==> src/rtl/fpn_pkg.sv <==
package fpn_pkg;

    // Outcome of one standardisation, chosen before the result is packed.
    typedef enum logic [1:0] {
        CLS_NORMAL = 2'd0,
        CLS_ZERO   = 2'd1,
        CLS_UNDER  = 2'd2,
        CLS_OVER   = 2'd3
    } fpn_class_e;

endpackage

==> src/rtl/fpn_lead_count.sv <==
// Counts the copies of the sign bit that follow it: the left shift that
// makes the top two bits of a two's complement fraction differ.
module fpn_lead_count #(
    parameter int F   = 48,
    parameter int SHW = 6
) (
    input  logic [F-1:0]   frac,
    output logic [SHW-1:0] shamt,
    output logic           is_zero
);

    logic run;

    always_comb begin
        shamt = '0;
        run   = 1'b1;
        for (int i = F - 2; i >= 0; i--) begin
            if (run && (frac[i] == frac[F-1])) begin
                shamt = shamt + SHW'(1);
            end else begin
                run = 1'b0;
            end
        end
    end

    assign is_zero = ~|frac;

endmodule

==> src/rtl/fpn_shift_left.sv <==
// Logarithmic left shifter, one stage per bit of the shift amount.
module fpn_shift_left #(
    parameter int F   = 48,
    parameter int SHW = 6
) (
    input  logic [F-1:0]   din,
    input  logic [SHW-1:0] amt,
    output logic [F-1:0]   dout
);

    logic [F-1:0] stage [SHW+1];

    assign stage[0] = din;

    for (genvar k = 0; k < SHW; k++) begin : g_stage
        assign stage[k+1] = amt[k] ? (stage[k] << (2 ** k)) : stage[k];
    end

    assign dout = stage[SHW];

endmodule

==> src/rtl/fpn_round.sv <==
// Rounds a standardised fraction on its first dropped bit and repairs the
// two results that rounding can push out of standard form.
module fpn_round #(
    parameter int K  = 40,
    parameter int EW = 10
) (
    input  logic [K-1:0]         kept,
    input  logic                 first_drop,
    input  logic                 single,
    input  logic signed [EW-1:0] exp_in,
    output logic [K-1:0]         frac_out,
    output logic signed [EW-1:0] exp_out
);

    logic [K-1:0] sum;
    logic         pos_wrap;
    logic         neg_half;

    assign sum      = kept + K'(single & first_drop);
    assign pos_wrap = ~kept[K-1] & sum[K-1];
    assign neg_half = (sum[K-1:K-2] == 2'b11) && (sum[K-3:0] == '0);

    always_comb begin
        frac_out = sum;
        exp_out  = exp_in;
        if (pos_wrap) begin
            frac_out = {2'b01, {(K-2){1'b0}}};
            exp_out  = exp_in + EW'(1);
        end else if (neg_half) begin
            frac_out = {2'b10, {(K-2){1'b0}}};
            exp_out  = exp_in - EW'(1);
        end
    end

endmodule

==> src/rtl/fpn_normalise.sv <==
module fpn_normalise
    import fpn_pkg::*;
#(
    parameter int EXP_W   = 8,
    parameter int MANT_W  = 39,
    parameter int GUARD_W = 8
) (
    input  logic                      clk,
    input  logic                      rst_n,
    input  logic                      in_valid,
    input  logic [EXP_W+MANT_W:0]     in_word,
    input  logic [GUARD_W-1:0]        in_guard,
    input  logic                      in_single,
    output logic                      out_valid,
    output logic [EXP_W+MANT_W:0]     out_word,
    output logic                      out_overflow
);

    localparam int W   = 1 + EXP_W + MANT_W;
    localparam int F   = 1 + MANT_W + GUARD_W;
    localparam int K   = 1 + MANT_W;
    localparam int SHW = $clog2(F);
    localparam int EW  = ((EXP_W > SHW) ? EXP_W : SHW) + 2;

    localparam logic signed [EW-1:0] EXP_TOP = {{(EW-EXP_W){1'b0}}, {EXP_W{1'b1}}};

    logic [F-1:0]         frac;
    logic [EXP_W-1:0]     exp_raw;
    logic [SHW-1:0]       shamt;
    logic                 lc_zero;
    logic [F-1:0]         norm;
    logic signed [EW-1:0] e_norm;
    logic [K-1:0]         frac_fin;
    logic signed [EW-1:0] e_fin;
    logic                 unused_tail;
    fpn_class_e           cls;
    logic [W-1:0]         word_nxt;
    logic                 ovf_nxt;

    assign frac    = {in_word[W-1], in_word[MANT_W-1:0], in_guard};
    assign exp_raw = in_word[W-2 -: EXP_W];

    fpn_lead_count #(.F(F), .SHW(SHW)) u_count (
        .frac    (frac),
        .shamt   (shamt),
        .is_zero (lc_zero)
    );

    fpn_shift_left #(.F(F), .SHW(SHW)) u_shift (
        .din  (frac),
        .amt  (shamt),
        .dout (norm)
    );

    assign e_norm = $signed({{(EW-EXP_W){1'b0}}, exp_raw})
                  - $signed({{(EW-SHW){1'b0}}, shamt});

    fpn_round #(.K(K), .EW(EW)) u_round (
        .kept       (norm[F-1:GUARD_W]),
        .first_drop (norm[GUARD_W-1]),
        .single     (in_single),
        .exp_in     (e_norm),
        .frac_out   (frac_fin),
        .exp_out    (e_fin)
    );

    // Guard bits below the first dropped one have no effect on the result.
    assign unused_tail = ^norm;

    always_comb begin
        if (lc_zero) begin
            cls = CLS_ZERO;
        end else if (e_fin[EW-1]) begin
            cls = CLS_UNDER;
        end else if (e_fin > EXP_TOP) begin
            cls = CLS_OVER;
        end else begin
            cls = CLS_NORMAL;
        end
    end

    always_comb begin
        unique case (cls)
            CLS_ZERO, CLS_UNDER: begin
                word_nxt = '0;
                ovf_nxt  = 1'b0;
            end
            CLS_OVER: begin
                word_nxt = {frac_fin[K-1], {EXP_W{1'b1}}, frac_fin[K-2:0]};
                ovf_nxt  = 1'b1;
            end
            CLS_NORMAL: begin
                word_nxt = {frac_fin[K-1], e_fin[EXP_W-1:0], frac_fin[K-2:0]};
                ovf_nxt  = 1'b0;
            end
            default: begin
                word_nxt = '0;
                ovf_nxt  = 1'b0;
            end
        endcase
    end

    always_ff @(posedge clk) begin
        if (!rst_n) begin
            out_valid    <= 1'b0;
            out_word     <= '0;
            out_overflow <= 1'b0;
        end else begin
            out_valid <= in_valid;
            if (in_valid) begin
                out_word     <= word_nxt;
                out_overflow <= ovf_nxt;
            end
        end
    end

    // one clock of latency, and the result holds through idle clocks.
    assert_latency_R1: assert property (@(posedge clk) disable iff (!rst_n)
        in_valid |=> out_valid);
    assert_idle_hold_R1: assert property (@(posedge clk) disable iff (!rst_n)
        !in_valid |=> (!out_valid && $stable(out_word) && $stable(out_overflow)));

    // the counter and the shifter together yield a standardised fraction.
    assert_norm_shift_R3: assert property (@(posedge clk) disable iff (!rst_n)
        (in_valid && !lc_zero) |-> (norm[F-1] != norm[F-2]));

    // every nonzero registered result is in standard form.
    assert_standard_R3: assert property (@(posedge clk) disable iff (!rst_n)
        (out_valid && (|out_word)) |-> (out_word[W-1] != out_word[MANT_W-1]));

    // a zero fraction gives a zero word and no overflow.
    assert_zero_R8: assert property (@(posedge clk) disable iff (!rst_n)
        (in_valid && lc_zero) |=> ((out_word == '0) && !out_overflow));

    // overflow always shows an all-ones exponent field.
    assert_overflow_field_R10: assert property (@(posedge clk) disable iff (!rst_n)
        out_overflow |-> (out_word[W-2 -: EXP_W] == {EXP_W{1'b1}}));

endmodule

==> config.mk <==
export PLATFORM = sky130hd
export DESIGN_NAME = fpn_normalise
export DESIGN_NICKNAME = d
export VERILOG_FILES = /design/src/rtl/fpn_pkg.sv /design/src/rtl/fpn_lead_count.sv /design/src/rtl/fpn_shift_left.sv /design/src/rtl/fpn_round.sv /design/src/rtl/fpn_normalise.sv
export SDC_FILE = /design/constraint.sdc
export NUM_CORES = 1
export LEC_CHECK = 0
export ABC_CLOCK_PERIOD_IN_PS = 137200
export BUFFER_PORTS_ARGS = -buffer_cell sky130_fd_sc_hd__buf_2
export CAP_MARGIN = 0
export CORE_ASPECT_RATIO = 1.5
export CORE_MARGIN = 8
export CORE_UTILIZATION = 50
export CTS_BUF_LIST = sky130_fd_sc_hd__clkbuf_4
export DETAILED_ROUTE_END_ITERATION = 8
export MAX_ROUTING_LAYER = met4
export PLACE_DENSITY = 0.79
export RECOVER_POWER = 50
export SYNTH_ARGS = -nofsm -noshare
export SYNTH_HDL_FRONTEND = slang
export SYNTH_SLANG_ARGS = --single-unit
==> constraint.sdc <==
create_clock -name clk -period 137.2 [get_ports clk]
set_input_delay 27.44 -clock clk [delete_from_list [all_inputs] [get_ports clk]]
set_output_delay 27.44 -clock clk [all_outputs]
set_load 0.01 [all_outputs]
Word-level counts from Yosys, hierarchy flattened:

Index checks and enable logic that the tools add are counted.

* $add $sub $neg: 50
* magnitude comparators: 1
* equality and inequality tests: 51
* muxes and demuxes: 108
* bitwise logic cells: 3
* reductions and logical operators: 52

Operator list (number)
* $mux W48: 6
* $add A6 B1 Y6 const B: 46
* $mux W6: 46
* $pmux W48 S3: 1
* $mux W40: 2
* $reduce_or A48 Y1: 1
* $eq A1 B1 Y1: 47
* $logic_and A1 B1 Y1: 47
* $mux W1: 47
* $add A40 B40 Y40: 1
* $logic_not A38 Y1: 1
* $mux W10: 2
* $add A9 B2 Y10 const B: 1
* $gt A10 B9 Y1 const B: 1
* $sub A9 B2 Y10 const B: 1
* $sub A8 B6 Y9: 1
* $eq A2 B2 Y1 const B: 3
* $mux W2: 3
* $reduce_or A3 Y1: 1
* $and A1 B1 Y1: 2
* $eq A2 B1 Y1 const B: 1
* $logic_not A2 Y1: 1
* $pmux W1 S2: 1
* $reduce_or A2 Y1: 1
* $not A1 Y1: 1

* register bits after elaboration: 50
* input port bits: 60
* output and inout bits: 50
* word-level logic and storage cells: 268

Longest topological paths before layout:

Gate-level depths: netlist (run 1).

* word-level depth: 113
* mapped depth: 188
* mapped depth without buffers: 173

By module:

A second synthesis (run 1) with hierarchy kept.

* cells, all modules: 2103
* area, all modules: 15058.2 um^2

Modules (own cells, without submodules)
* fpn_lead_count: instances 1, cells each 1096, area an instance 7324.5 um^2, sequential area each 0.0 um^2
* fpn_shift_left: instances 1, cells each 393, area an instance 3203.1 um^2, sequential area each 0.0 um^2
* fpn_normalise: instances 1, cells each 261, area an instance 2283.4 um^2, sequential area each 1001.0 um^2
* fpn_round: instances 1, cells each 353, area an instance 2247.2 um^2, sequential area each 0.0 um^2

Worst setup path before layout (run 1):

No wires, ideal clock.

* kind: input -> register
* start point: input in_word[47]
* end point: register out_word[44]
* library setup time: 86 ps
* arrival time: 62546 ps
* required time: 137114 ps
* path slack: 74568 ps
* stages: 181
* path buffers: 15
* cell sequence: buf_6 -> buf_6 -> buf_6 -> buf_6 -> buf_4 -> buf_6 -> buf_4 -> buf_4 -> clkbuf_1 -> nor2_1 -> a211oi_1 -> ha_1 -> and4b_1 -> nor4_1 -> ha_1 -> mux2_2 -> ha_1 -> o22ai_1 -> (+145 left out) -> ha_1 -> and3_1 -> nand2_1 -> or4_1 -> clkbuf_1 -> nor4_1 -> o2111ai_1 -> nor3_1 -> ha_1 -> a2111o_1 -> a211o_1 -> or4_1 -> or3_4 -> nor3_4 -> a31oi_1 -> xnor2_1 -> and3_1 -> a211oi_1

* longest elaborated chain between the ends: 113
* elaborated cells on any way between the ends: 261
* classes of those cells: 50 x add/sub; 1 x order compare; 51 x eq/ne; 105 x mux; 3 x bitwise; 51 x reduce/logical

RTL lines
* start, declared: line fpn_normalise.sv:11 `input logic [EXP_W+MANT_W:0] in_word,`
* $eq A1 B1 Y1: line fpn_lead_count.sv:18 `if (run && (frac[i] == frac[F-1])) begin`
* $mux W1: line fpn_lead_count.sv:18
* $add A6 B1 Y6 / $logic_and A1 B1 Y1 (equally long branches): line fpn_lead_count.sv:19, fpn_lead_count.sv:18
* $mux W6 / $mux W1 (equally long branches): line fpn_lead_count.sv:18
* $add A6 B1 Y6 / $logic_and A1 B1 Y1 (equally long branches): line fpn_lead_count.sv:19, fpn_lead_count.sv:18
* $mux W6 / $mux W1 (equally long branches): line fpn_lead_count.sv:18
* $add A6 B1 Y6 / $logic_and A1 B1 Y1 (equally long branches): line fpn_lead_count.sv:19, fpn_lead_count.sv:18
* $mux W6 / $mux W1 (equally long branches): line fpn_lead_count.sv:18
* (+97 left out)
* $mux W10: line fpn_round.sv:26 `if (pos_wrap) begin`
* $gt A10 B9 Y1: line fpn_normalise.sv:75 `end else if (e_fin > EXP_TOP) begin`
* $mux W2: line fpn_normalise.sv:75
* $mux W2: line fpn_normalise.sv:73 `end else if (e_fin[EW-1]) begin`
* $mux W2: line fpn_normalise.sv:71 `if (lc_zero) begin`
* $eq A2 B1 Y1 / $eq A2 B2 Y1 (equally long branches): line fpn_normalise.sv:83 `unique case (cls)`
* $reduce_or A2 Y1: line fpn_normalise.sv:83
* $pmux W48 S3 (*): line fpn_normalise.sv:83
* end signal, assigned: line fpn_normalise.sv:111 `out_word <= word_nxt;`
* end, declared: line fpn_normalise.sv:15 `output logic [EXP_W+MANT_W:0] out_word,`

Mark *: on every way between the ends. The rest lies on a longest branch, timed or not.
A chain may end at the register's enable or synchronous reset.

Final worst setup path (run 1):

* start point: input in_word[47]
* end point: register out_word[15]

The elaborated chain is that of the path after synthesis.

==> results of run 1 <==
==> layer usage <==
layer | global-route usage [%] | vias up | share of wire (%)
met4 | 18.7 | 0 | 6.7
met1 | 30.2 | 8024 | 39
met2 | 49.0 | 704 | 49
met3 | 2.53 | 194 | 5.4
met5 | - | - | 0
li1 | - | 8231 | -
==> cells by family (layout without fill, tap and decap cells) <==
| kind of cell | Yosys count | in the layout | share of synthesized area [%] |
|---|---|---|---|
| buf+inv | 193 | 199 | 5.32 |
| compound gates | 489 | 489 | 20.7 |
| simple gates | 1028 | 1028 | 33.2 |
| xor+xnor | 234 | 234 | 16.6 |
| fa+ha+maj | 60 | 60 | 4.79 |
| other cells | 0 | 5 | 0 |
| mux | 197 | 197 | 13.0 |
| flops | 50 | 50 | 6.38 |
==> flip-flops by register name (all words and copies together) (netlist names) <==
signal        count
out_overflow      1
out_word         48
out_valid         1
==> through the flow <==
stage	util (%)	area [sq um]	instances	worst slack [ns]
finish	52.9	16400	2667	72.03
global route	52.9	16400	2667	69.45
CTS	53.0	16400	2662	72.45
detailed placement	52.8	16300	2654	72.13
global placement	52.8	16300	2654	73.33
floorplan	-	15700	2251	74.57
==> final cells by class <==
| type | count | area (sq um) |
|---|---|---|
| Clock inverter | 3 | 21.3 |
| Tap cell | 405 | 507 |
| Timing Repair Buffer | 131 | 651 |
| Clock buffer | 5 | 37.5 |
| Multi-Input combinational cell | 2008 | 13900 |
| Inverter | 60 | 226 |
| Antenna cell | 5 | 12.5 |
| Fill cell | 3133 | 14600 |
| Sequential cell | 50 | 1000 |
==> worst max-delay path by stage <==
stage	depth (start not counted)	end	startpoint
floorplan	181	out_word[44]	in_word[47]
global placement	173	out_word[15]	in_word[47]
detailed placement	171	out_word[15]	in_word[47]
CTS	171	out_word[15]	in_word[47]
global route	171	out_word[12]	in_word[47]
finish	171	out_word[15]	in_word[47]
==> critical path: cells and delay by family <==
kind / cells / cell delay [ns]
xor+xnor: 3 / 0.49
mux: 19 / 5.20
buf+inv: 6 / 1.31
compound gates: 41 / 7.13
simple gates: 58 / 10.43
fa+ha+maj: 44 / 13.36
==> cells in the final DEF (no fill, tap or decap), drive strengths merged, types with 56 or more instances in the layout <==
cell	netlist	routed
a21oi	124	124
buf	44	81
ha	56	56
mux2i	163	163
nand2	289	289
nand3	100	100
nor2	218	218
nor3	82	82
o21ai	105	105
xnor2	143	143
xor2	65	65
==> where the power goes <==
group	total, mW	internal (mW)	leakage (nW)	switching, mW
sequential	0.0167	0.0160	0.412	0.000742
clock	0.00728	0.00200	0.0312	0.00528
combinational	0.0609	0.0227	6.03	0.0382
==> impl_results.md, run 1 <==
- Flip-flop and latch count after synthesis: 50
- Total power: 0.0849 mW
- Reg-to-reg slack, setup: 136.12 ns
- Most common cell in the netlist: nand2_1
- Vias: around 17,000
- Worst Hold Slack: 0.477 ns
- Initial DRC count: 1,427
- Core ar.: slightly above 0.03 sq mm
- Fin crit share: 47.5%
- Most frequent CP cell: ha_1
- Routed WL: 53,600 um
- Max Slew Vio Count: 0
- FF-to-FF Start: out_word[43]
- Final net count: 2,373
- Worst path slowest cell: nor4_1
- HP Class: flop to flop
- Mapped Area: 0.0157 sq mm
- Library cells used by synthesis: 115
- Post-synthesis cell count: 2,251
- Worst slew margin: 20.8%
- Port buffer count: 109
- Peak supply drop: around 3.8 uV
- CTS Buf Count: 5
- Vias in the first global route: 16,435
- Top_reg_cell synth: dfxtp_1
- First-pass GRT wire length: roughly 85,000 um
- Result of the run: finished clean
- H-tree levels: 2
- Seq/Total Area, Yosys: 6.38%
- Endpoint type of the worst setup path: flop
- R2r worst-path depth: 4
- Largest net degree at the start of global routing: 90
- Cts hold-fix bufs: 0
- Share of cells above drive strength 1: 9.44%
- Clk_lat worst skew: 0.41 ns
- RSZ-0062 raised after global routing: no
- Initial antenna violation count: 5
- Root Buffer: clkbuf_4
- Skew final: 0 ns
- Area growth, synth to finish: 4.27%
- Top Ports: 110
- Remaining DRCs: 0
- GRT Total Usage: 28.1%
- PD cells: just over 5 mW/mm^2
- Aggregate global routing overflow: 0
- WP data arrival: 65.44 ns
- Measured slew at the worst slew-check pin: 1.19 ns
- Synth area leaders: mux2i_1 (10%), xnor2_1 (7.4%), nand2_1 (6.9%), dfxtp_1 (6.4%), nor2_1 (5.2%)
- Final hold vios: 0
- Initial Util: 50.7%
- R2R Path End: out_word[43]
- Crit path max fanout: 45
- Clk sinks: 50
- Die height: 233 um
- WHS Endpoint: out_word[46]
- Crit path required time: 137.47 ns
- Static Leak: 6.48 nW
- Commonest cells in the netlist: nand2_1 (289), nor2_1 (217), mux2i_1 (160), xnor2_1 (133), a21oi_1 (121)
- CP peak stage delay: between 0.7 and 0.8 ns
- Top cell type's share of synthesized area: just over 10%
- Yosys Warn Count: 0
- Cell taking the most area after synthesis: mux2i_1
- CTS tree: yes
- Setup violators final: 0
- Post-synth ARST share: 0%
- Hold path start: out_word[46]
- Final ANT Viol Nets: 0
- EDFF count, synth: 0
- Syn Area/Cell: 6.97 sq um
- Hold depth: 2
- Wire per inst: approximately 20 um
- Fmax: 15.3 MHz
- Die span in x: ~160 um
- DIE AREA: 0.0374 sq mm
- # Post-CTS Setup Buffers: 0
- CTS resizes: 0
- Longest Clk Path Bufs: 2
- Std-Cell Rows: 79
- Gpl congestion: 1.04
- Clk pin slew, worst setup/hold paths: 0.16 ns
- Setup TNS: 0 ns
- DRT Pass-1 Iters: 8
- Crit path time final: 65.17 ns
- Startpoint Class: input port
- Max-cap violations: 0
- WS Path Type: input port to flop
- Routed vias/inst: 6.43
- DP Wirelength: 43,400 um
- Mapped Nets: 2,368
No activity file was read; power rests on OpenSTA's default activity.
==> run 2, diff against run 1 <==
--- a/config.mk
+++ b/config.mk
@@ -5,7 +5,7 @@
 export SDC_FILE = /design/constraint.sdc
 export NUM_CORES = 1
 export LEC_CHECK = 0
-export ABC_CLOCK_PERIOD_IN_PS = 137200
+export ABC_CLOCK_PERIOD_IN_PS = 67400
 export BUFFER_PORTS_ARGS = -buffer_cell sky130_fd_sc_hd__buf_2
 export CAP_MARGIN = 0
 export CORE_ASPECT_RATIO = 1.5
==> constraint.sdc (replaced) <==
create_clock -name clk -period 67.4 [get_ports clk]
set_input_delay 13.48 -clock clk [delete_from_list [all_inputs] [get_ports clk]]
set_output_delay 13.48 -clock clk [all_outputs]
set_load 0.01 [all_outputs]
==> impl_results.md, run 2 (same netlist as run 1, synthesis figures left out) <==
- Setup TNS: 0 ns (unchanged)
- Top Registers: out_word: 48 flops, out_overflow: 1 flops, out_valid: 1 flops (unchanged)
- Peak supply drop: 7.21 uV (was 3.83 uV)
- Wire per inst: 20.4 um (was 20.1 um)
- WS Path Type: input port to flop (unchanged)
- Crit path time final: 51.85 ns
- Crit path required time: 67.66 ns (was 137.47 ns)
- Clk sinks: 50 (unchanged)
- First-pass GRT wire length: 86,700 um (was 85,200 um)
- HP Class: flop to flop (unchanged)
- Final Cell Area: 0.0164 sq mm (about the same)
- Result of the run: finished clean (unchanged)
- CTS tree: yes (unchanged)
- GRT Total Usage: 28.7% (was 28.1%)
- DP Wirelength: 43,700 um (was 43,400 um)
- Final net count: 2,369 (was 2,373)
- Most frequent CP cell: ha_1 (unchanged)
- H-tree levels: 2 (unchanged)
- Aggregate global routing overflow: 0 (unchanged)
- Port buffer count: 109 (unchanged)
- Fin crit share: between 70% and 80%
- Commonest cells after routing, fill and taps aside: nand2_1 (289), nor2_1 (217), mux2i_1 (160) (unchanged)
- Fin util: 52.9% (about the same)
- Top Ports: 110 (unchanged)
- Gpl congestion: 1.01 (was 1.04)
- Largest register FFs: 48 (unchanged)
- Measured slew at the worst slew-check pin: 1.21 ns (was 1.19 ns)
- Longest Clk Path Bufs: 2 (unchanged)
- CP peak stage delay: 0.87 ns (was 0.75 ns)
- RSZ-0062 raised after global routing: no (unchanged)
- Max-cap violations: 0 (unchanged)
- Crit path max fanout: 32 (was 45)
- PD cells: 10.8 mW/mm^2 (was 5.19 mW/mm^2)
- Die span in x: 161 um (unchanged)
- # Post-CTS Setup Buffers: 0 (unchanged)
- Clk_lat worst skew: 0.39 ns (was 0.41 ns)
- Clk pin slew, worst setup/hold paths: 0.15 ns (was 0.16 ns)
- Endpoint type of the worst setup path: flop (unchanged)
- Max Slew Vio Count: 0 (unchanged)
- Startpoint Class: input port (unchanged)
- Share of cells above drive strength 1: 9.28% (was 9.44%)
- Fmax: slightly below 20 MHz
- Static Leak: 6.47 nW (was 6.48 nW)
- Std-Cell Rows: 79 (unchanged)
- DIE AREA: 0.0374 sq mm (unchanged)
- Skew final: 0 ns (unchanged)
- Worst path slowest cell: nor4_1 (unchanged)
- Commonest non-fill, non-tap cell in the layout: nand2_1 (unchanged)
- Inst Count DP: 2,650 (was 2,654)
- Final hold vios: 0 (unchanged)
- Final ANT Viol Nets: 0 (unchanged)
- Area growth, synth to finish: 4.29% (was 4.27%)
- Area after DPL: 0.0163 sq mm (about the same)
- Initial Util: 50.7% (unchanged)
- Largest net degree at the start of global routing: 87 (was 90)
- CTS resizes: 0 (unchanged)
- Routed WL: 54,400 um (was 53,600 um)
- Worst slew margin: 19.1% (was 20.8%)
- CTS Buf Count: 5 (unchanged)
- Initial DRC count: 1,607 (was 1,427)
- Initial antenna violation count: 9 (was 5)
- Cts hold-fix bufs: 0 (unchanged)
- Vias in the first global route: 16,498 (was 16,435)
- DRT Pass-1 Iters: 5 (was 8)
- Biggest register: out_word (unchanged)
- Remaining DRCs: 0 (unchanged)
- Root Buffer: clkbuf_4 (unchanged)
- WP data arrival: 52.11 ns (was 65.44 ns)
- Layout Cells excl Fill: 2,667 (unchanged)
- Vias: 17,138 (was 17,153)
- Setup violators final: 0 (unchanged)
- Routed vias/inst: 6.43 (about the same)
- Die height: 233 um (unchanged)
- Fillers: 3,114 (was 3,133)
- Core ar.: 0.0309 sq mm (unchanged)
run 2: layout make-up:
class	instances	area, sq um	share of cell area, %
multi-input cells	2008	13900	85.0
flip-flops and latches	50	1000	6.12
repair buffers	127	621	3.79
clock inverters	2	37.5	0.229
inverters	60	226	1.38
clock buffers	6	45.0	0.275
well taps	405	507	3.10
diodes	9	22.5	0.138
run 2: path summary, 6_finish.rpt:
check	start	to	slack, ns	depth (start not counted)
max	in_word[47]	out_word[15]	15.55	172
min	out_word[41]	out_word[41]	0.47	2
max reg2reg	out_word[43]	out_word[43]	66.31	4
min reg2reg	out_word[41]	out_word[41]	0.47	2
run 2: stage by stage:
stage	total power [mW]	setup slack, ns	hold WS (ns)
finish	0.177	15.55	0.474
global route	0.190	12.82	0.500
CTS	0.175	15.98	0.477
detailed placement	0.156	15.64	0.456
global placement	0.154	16.85	0.442
floorplan	0.124	18.73	0.475
run 2: routing by layer:
layer / global-route usage, % / share of wire [%] / up-vias
met4: 19.5 / 6.8 / 0
met3: 2.94 / 5.4 / 198
met1: 31.4 / 39 / 8032
met5: - / 0 / -
li1: - / - / 8217
met2: 48.8 / 49 / 691
run 2: critical path: cells and delay by family:
kind / cells / cell delay, ns
adders and majority gates: 44 / 13.39
and+or+nand+nor: 57 / 10.12
AOI/OAI and AO/OA: 43 / 7.69
muxes: 18 / 4.61
buffers and inverters: 7 / 2.19
xor gates and xnor gates: 3 / 0.53
run 2: where the power goes:
group	switching, mW	total, mW	internal, mW
registers	0.00156	0.0340	0.0325
logic	0.0782	0.124	0.0461
clock network	0.00996	0.0182	0.00823
